## src/rtl/bwd_pkg.sv

```systemverilog
package bwd_pkg;

  localparam int unsigned NSPEC = 5;

  typedef enum logic [1:0] {
    WK_MEMIO = 2'd0,
    WK_CFG   = 2'd1,
    WK_IACK  = 2'd2,
    WK_REG   = 2'd3
  } win_kind_e;

  // Specialty slot s: 0 cfg p0, 1 cfg p1, 2 iack p0, 3 iack p1, 4 registers
  function automatic win_kind_e spec_kind(input int unsigned s);
    case (s)
      0, 1:    spec_kind = WK_CFG;
      2, 3:    spec_kind = WK_IACK;
      default: spec_kind = WK_REG;
    endcase
  endfunction

  function automatic logic spec_port(input int unsigned s);
    spec_port = (s == 1) || (s == 3);
  endfunction

endpackage

```

## src/rtl/bwd_window_match.sv

```systemverilog
module bwd_window_match #(
  parameter int unsigned AW  = 32,
  parameter int unsigned SW  = 5,
  parameter int unsigned TTW = 5,
  localparam int unsigned TTN = 1 << TTW
) (
  input  logic [AW-1:0]  addr_i,
  input  logic [TTW-1:0] ttype_i,
  input  logic           en_i,
  input  logic [AW-1:0]  base_i,
  input  logic [SW-1:0]  exp_i,
  input  logic [TTN-1:0] tmask_i,
  output logic           hit_o
);

  logic [AW-1:0] upper_mask;
  logic          addr_ok;
  logic          type_ok;

  always_comb begin
    upper_mask = {AW{1'b1}} << exp_i;
    addr_ok    = ((addr_i ^ base_i) & upper_mask) == '0;
    type_ok    = tmask_i[ttype_i];
    hit_o      = en_i && addr_ok && type_ok;
  end

endmodule

```

## src/rtl/bwd_lowest_pick.sv

```systemverilog
module bwd_lowest_pick #(
  parameter int unsigned N = 13,
  localparam int unsigned IDXW = (N > 1) ? $clog2(N) : 1
) (
  input  logic [N-1:0]    req_i,
  output logic            any_o,
  output logic [IDXW-1:0] idx_o,
  output logic [N-1:0]    onehot_o
);

  always_comb begin
    any_o    = 1'b0;
    idx_o    = '0;
    onehot_o = '0;
    for (int i = N - 1; i >= 0; i--) begin
      if (req_i[i]) begin
        any_o    = 1'b1;
        idx_o    = IDXW'(i);
        onehot_o = '0;
        onehot_o[i] = 1'b1;
      end
    end
  end

endmodule

```

## src/rtl/bus_window_decoder.sv

```systemverilog
module bus_window_decoder
  import bwd_pkg::*;
#(
  parameter int unsigned AW   = 32,
  parameter int unsigned TTW  = 5,
  parameter int unsigned SW   = 5,
  parameter int unsigned NGEN = 8,
  localparam int unsigned NWIN = NGEN + NSPEC,
  localparam int unsigned TTN  = 1 << TTW,
  localparam int unsigned IDXW = $clog2(NWIN)
) (
  input  logic                      clk,
  input  logic                      rst_n,
  input  logic                      start_i,
  input  logic [AW-1:0]             addr_i,
  input  logic [TTW-1:0]            ttype_i,
  input  logic                      own_master_i,
  input  logic                      master_decode_i,
  input  logic [NWIN-1:0]           win_en_i,
  input  logic [NWIN-1:0][AW-1:0]   win_base_i,
  input  logic [NWIN-1:0][SW-1:0]   win_exp_i,
  input  logic [NWIN-1:0][TTN-1:0]  win_tmask_i,
  input  logic [NGEN-1:0]           win_port_i,
  output logic                      claim_o,
  output logic [IDXW-1:0]           claim_idx_o,
  output logic [NWIN-1:0]           claim_onehot_o,
  output logic                      claim_port_o,
  output logic [1:0]                claim_kind_o
);

  logic [NWIN-1:0]       hit;
  logic [NWIN-1:0]       port_tab;
  logic [NWIN-1:0][1:0]  kind_tab;
  logic                  pick_any;
  logic [IDXW-1:0]       pick_idx;
  logic [NWIN-1:0]       pick_onehot;

  for (genvar w = 0; w < NWIN; w++) begin : g_win
    bwd_window_match #(.AW(AW), .SW(SW), .TTW(TTW)) i_match (
      .addr_i  (addr_i),
      .ttype_i (ttype_i),
      .en_i    (win_en_i[w]),
      .base_i  (win_base_i[w]),
      .exp_i   (win_exp_i[w]),
      .tmask_i (win_tmask_i[w]),
      .hit_o   (hit[w])
    );
    if (w < NGEN) begin : g_gen
      assign port_tab[w] = win_port_i[w];
      assign kind_tab[w] = WK_MEMIO;
    end else begin : g_spec
      assign port_tab[w] = spec_port(w - NGEN);
      assign kind_tab[w] = spec_kind(w - NGEN);
    end
  end

  bwd_lowest_pick #(.N(NWIN)) i_pick (
    .req_i    (hit),
    .any_o    (pick_any),
    .idx_o    (pick_idx),
    .onehot_o (pick_onehot)
  );

  // next-state
  logic            claim_d;
  logic [IDXW-1:0] idx_d;
  logic [NWIN-1:0] onehot_d;
  logic            port_d;
  logic [1:0]      kind_d;
  logic            blocked;

  always_comb begin
    blocked  = master_decode_i && own_master_i;
    claim_d  = start_i && pick_any && !blocked;
    idx_d    = '0;
    onehot_d = '0;
    port_d   = 1'b0;
    kind_d   = '0;
    if (claim_d) begin
      idx_d    = pick_idx;
      onehot_d = pick_onehot;
      port_d   = port_tab[pick_idx];
      kind_d   = kind_tab[pick_idx];
    end
  end

  // registers
  always_ff @(posedge clk or negedge rst_n) begin
    if (!rst_n) begin
      claim_o <= 1'b0;
    end else begin
      claim_o <= claim_d;
    end
  end

  always_ff @(posedge clk or negedge rst_n) begin
    if (!rst_n) begin
      claim_idx_o    <= '0;
      claim_onehot_o <= '0;
      claim_port_o   <= 1'b0;
      claim_kind_o   <= '0;
    end else if (start_i) begin
      claim_idx_o    <= idx_d;
      claim_onehot_o <= onehot_d;
      claim_port_o   <= port_d;
      claim_kind_o   <= kind_d;
    end
  end

  // assertions
  a_r5_onehot_single: assert property (@(posedge clk) disable iff (!rst_n)
    claim_o |-> $countones(claim_onehot_o) == 1);

  a_r5_onehot_matches_idx: assert property (@(posedge clk) disable iff (!rst_n)
    claim_o |-> claim_onehot_o[claim_idx_o]);

  a_r7_claim_needs_start: assert property (@(posedge clk) disable iff (!rst_n)
    !start_i |=> !claim_o);

  a_r8_master_filter: assert property (@(posedge clk) disable iff (!rst_n)
    (master_decode_i && own_master_i) |=> !claim_o);

  a_r6_general_kind: assert property (@(posedge clk) disable iff (!rst_n)
    (claim_o && claim_idx_o < IDXW'(NGEN)) |-> claim_kind_o == 2'(WK_MEMIO));

  a_r3_enabled_winner: assert property (@(posedge clk) disable iff (!rst_n)
    (start_i && !blocked && pick_any) |-> win_en_i[pick_idx]);

endmodule

```

## config.mk

```make
export PLATFORM = sky130hd
export DESIGN_NAME = bus_window_decoder
export DESIGN_NICKNAME = d
export VERILOG_FILES = /design/src/rtl/bwd_pkg.sv /design/src/rtl/bwd_window_match.sv /design/src/rtl/bwd_lowest_pick.sv /design/src/rtl/bus_window_decoder.sv
export SDC_FILE = /design/constraint.sdc
export NUM_CORES = 1
export LEC_CHECK = 0
export BUFFER_PORTS_ARGS = -buffer_cell sky130_fd_sc_hd__buf_2
export CAP_MARGIN = 20
export CORE_AREA = 2 2 379 381
export CTS_CLUSTER_DIAMETER = 40
export DETAILED_ROUTE_END_ITERATION = 8
export DIE_AREA = 0 0 381 383
export GPL_ROUTABILITY_DRIVEN = 0
export PLACE_DENSITY = 0.36
export SYNTH_ARGS = -nofsm -noshare
export SYNTH_HDL_FRONTEND = slang
export SYNTH_SLANG_ARGS = --single-unit
```

## constraint.sdc

```tcl
create_clock -name clk -period 1.7 [get_ports clk]
set_clock_uncertainty 0.1 [all_clocks]
set_input_delay 0.34 -clock clk [delete_from_list [all_inputs] [get_ports clk]]
set_output_delay 0.34 -clock clk [all_outputs]
set_load 0.02 [all_outputs]
```

==> metrics.txt <==
max incr delay on CP 0.51 ns; final slew viol count 0; Detail Route Antenna Nets 0; CP startpoint kind input pin; final hold vios 0; status finished, violations left; Worst-Margin Slew 0.8040 ns; most frequent CP cell buf_12; # nets final about 4000; IO buf count 980; CP Data Required Time 1.74 ns; PwrDens 323.5 mW/mm^2; setup violators final 21; FMAX 265.9 MHz; EDFF count, synth 0; CTS tree built; 1st-iter DRT viols 1711; filler cell count 16500; reg2reg setup slack 0.10 ns; die width around 380 um; Worst Path Max Fanout 5; routed len/inst 30.21 um; synthesis-stage register bit count 21; DRT Wirelength 149100 um; Synth Net Count 2628; share of cells above drive strength 1 0.5516; synth unique cells 89; Final Cycle Share 2.212; slew margin rel. 0.4622; vias in the first global route 20060; H-tree depth 1; Die H 383 um; sequential area share after synthesis 0.04034; Netlist Area Pre-Place 0.01303 mm^2; leakage 11.16 nW; Global Route Usage Sum 0.1931; initial antenna violation count 104; HPWL after DPL 134500 um; WS Path Type in2reg; DRC violations left 0; Crit Reg-Reg Endpoint claim_port_o$_DFFE_PN0P_; CP max stage cell mux4_2; Setup WS post-layout -2.061 ns; Core Area 0.1423 mm^2; clock sinks 21; starting density of the core 0.09157; Die ar. 0.1459 mm^2; Worst Hold End claim_onehot_o[9]$_DFFE_PN0P_; largest net degree at the start of global routing 28; clock latency on the worst-skew pair 0.26 ns; cell count of the worst hold path 3; Finished Layout Cells about 4900; Vias/cell ~4; Clock Path Buffers 2; CTS buffer count 3; async set or reset register ratio after synthesis 1.000; Peak VDD IR 281.6 uV; Clock transition at path regs ~0.070 ns; Worst Hold Class in2reg; reg2reg start claim_port_o$_DFFE_PN0P_; grt ovf 0; Root Buffer clkbuf_16; I/O pins 981; first-pass GRT wire length roughly 190000 um; Setup TNS -35.80 ns; Post-Syn Instances roughly 1700; area grow syn2layout 90.95%; post-layout minimum cycle time 3.761 ns; RSZ-0062 raised after global routing yes; Mean Syn Cell Area 7.810 um^2; R2R cell count 5; violated checks setup timing; Yosys Warn Count 0; Critical Path End Type register; MaxCap Viol Count 0; crit path DAT 3.80 ns; Placed Cells 4877; drt first pass iters 5; Most used DFF post-synth dfrtp_1; standard-cell row count 139; Min-Delay Startpoint start_i; crit-path cells buf_12, buf_12, mux4_2, mux4_2, mux2i_4, buf_6, nor4_2, o211ai_1, buf_12, or4b_4, a2111oi_4, o211ai_1, o22ai_2, a211oi_2; Vias around 20000; total power ~8 mW
==> metal layers <==
metal | up-vias | share of wire | track usage
li1 | 8947 | - | -
met1 | 9669 | 0.42 | 0.2506
met2 | 1070 | 0.48 | 0.3376
met5 | - | 0.0018 | 0
met3 | 191 | 0.073 | 0.03616
met4 | 42 | 0.021 | 0.02525
==> critical path: cells and delay by family <==
family | cells | cell delay (ns)
mux | 3 | 1.28
simple gates | 2 | 0.57
compound gates | 5 | 1.00
buf+inv | 4 | 0.59
==> cells in the mapped netlist (9+ instances only) <==
library cell / instances / share of area
xor2_1: 248 / 0.17
o22ai_1: 11 / 0.0053
dfrtp_1: 21 / 0.040
nor4_1: 16 / 0.0077
mux2i_1: 64 / 0.049
nor3_1: 27 / 0.010
a21o_1: 11 / 0.0063
nand3_1: 48 / 0.018
a21oi_1: 121 / 0.046
nor2_1: 65 / 0.019
o2111ai_1: 12 / 0.0081
xnor2_1: 168 / 0.11
inv_1: 34 / 0.0098
buf_2: 51 / 0.020
nand2_1: 93 / 0.027
clkbuf_1: 96 / 0.028
o31ai_1: 10 / 0.0058
or3_1: 11 / 0.0053
a22oi_1: 26 / 0.015
o2bb2ai_1: 10 / 0.0067
nor2b_1: 11 / 0.0053
mux2_2: 9 / 0.0078
o211ai_1: 24 / 0.014
o21a_1: 13 / 0.0075
o21ai_0: 120 / 0.046
and2_1: 13 / 0.0062
a22o_1: 9 / 0.0061
a31oi_1: 21 / 0.010
a211oi_1: 21 / 0.012
buf_6: 11 / 0.0095
a221oi_1: 13 / 0.0087
mux4_2: 84 / 0.15
nand4_1: 30 / 0.014
==> per-stage QoR <==
stage                     hold slack, ns  setup WS [ns]  area (um^2)  utilization
after floorplan                 -0.05559         -1.673        13140            -
after global placement            0.2456         -2.815        23970       0.1685
after detailed placement          0.2446         -2.775        23970       0.1685
after CTS                         0.3319         -2.138        24480       0.1721
after global routing              0.3538         -2.266        24830       0.1745
final                             0.3277         -2.061        24880       0.1749
==> flip-flops by register name, summed over array words and instances, names as in the netlist <==
signal and count:
claim_idx_o 4, claim_o 1, claim_kind_o 2, claim_onehot_o 13
claim_port_o 1
==> report_power, final <==
part	switching, mW	internal, mW	total (mW)	leakage [nW]
registers	0.000192	0.500	0.500	0.294
clock network	0.215	0.320	0.535	0.0373
logic	3.72	3.29	7.01	10.8
total	3.94	4.11	8.05	11.2
==> area by class of cell <==
type / instances / area (um^2) / area share
Antenna cell: 27 / 67.56 / 0.002716
Inverter: 37 / 138.9 / 0.005583
Tap cell: 1903 / 2381 / 0.09571
Timing Repair Buffer: 1499 / 9802 / 0.3940
Clock inverter: 1 / 7.507 / 0.0003018
Multi-Input combinational cell: 1443 / 11880 / 0.4775
Sequential cell: 21 / 525.5 / 0.02112
Clock buffer: 3 / 75.07 / 0.003018
==> what timing repair did <==
item	CTS	global route
resized for setup	60	48
pin swaps	5	15
setup endpoints to repair	21	21
hold buffers	1	0
buffers inserted	10	18
cloned	2	1
hold endpoints to repair	21	0
==> kinds of logic after synthesis <==
kind of cell / share of synthesized area
AO/OA/AOI/OAI: 0.2589
XOR/XNOR: 0.2797
adder cells (fa/ha/maj): 0.001537
buffers and inverters: 0.07386
flip-flops: 0.04034
multiplexers: 0.2062
AND/OR/NAND/NOR: 0.1395
==> worst max-delay path by stage <==
stage	endpoint	slack, ns	from	cells after the start
final	claim_port_o$_DFFE_PN0P_	-2.06	ttype_i[0]	14
after global routing	claim_port_o$_DFFE_PN0P_	-2.27	ttype_i[0]	14
after CTS	claim_port_o$_DFFE_PN0P_	-2.14	addr_i[12]	14
after detailed placement	claim_port_o$_DFFE_PN0P_	-2.77	ttype_i[0]	14
after global placement	claim_port_o$_DFFE_PN0P_	-2.82	ttype_i[0]	16
after floorplan	claim_onehot_o[5]$_DFFE_PN0P_	-1.67	ttype_i[0]	14
==> cell usage in the layout (no fill, tap or decap), types with 7 or more instances in the layout <==
cell	n
a41oi_1	7
o31ai_1	9
mux2i_1	62
o21a_1	13
nand4_1	30
and2_1	13
a22oi_1	26
diode_2	27
buf_2	972
a31oi_1	19
dfrtp_1	21
a221oi_1	13
o22ai_1	11
xor2_1	246
xnor2_1	166
buf_12	61
mux2_2	8
a22o_1	9
nand2_1	92
nor2b_1	10
o2111ai_1	11
or3_1	8
nor4_1	11
buf_6	22
a211oi_1	19
a221o_1	7
a21oi_1	120
o2bb2ai_1	9
mux4_2	84
o21ai_0	120
nand3_1	48
inv_1	34
buf_4	433
nor2_1	64
a21o_1	11
o211ai_1	24
nor3_1	26
(Power assumes the default switching activity.)
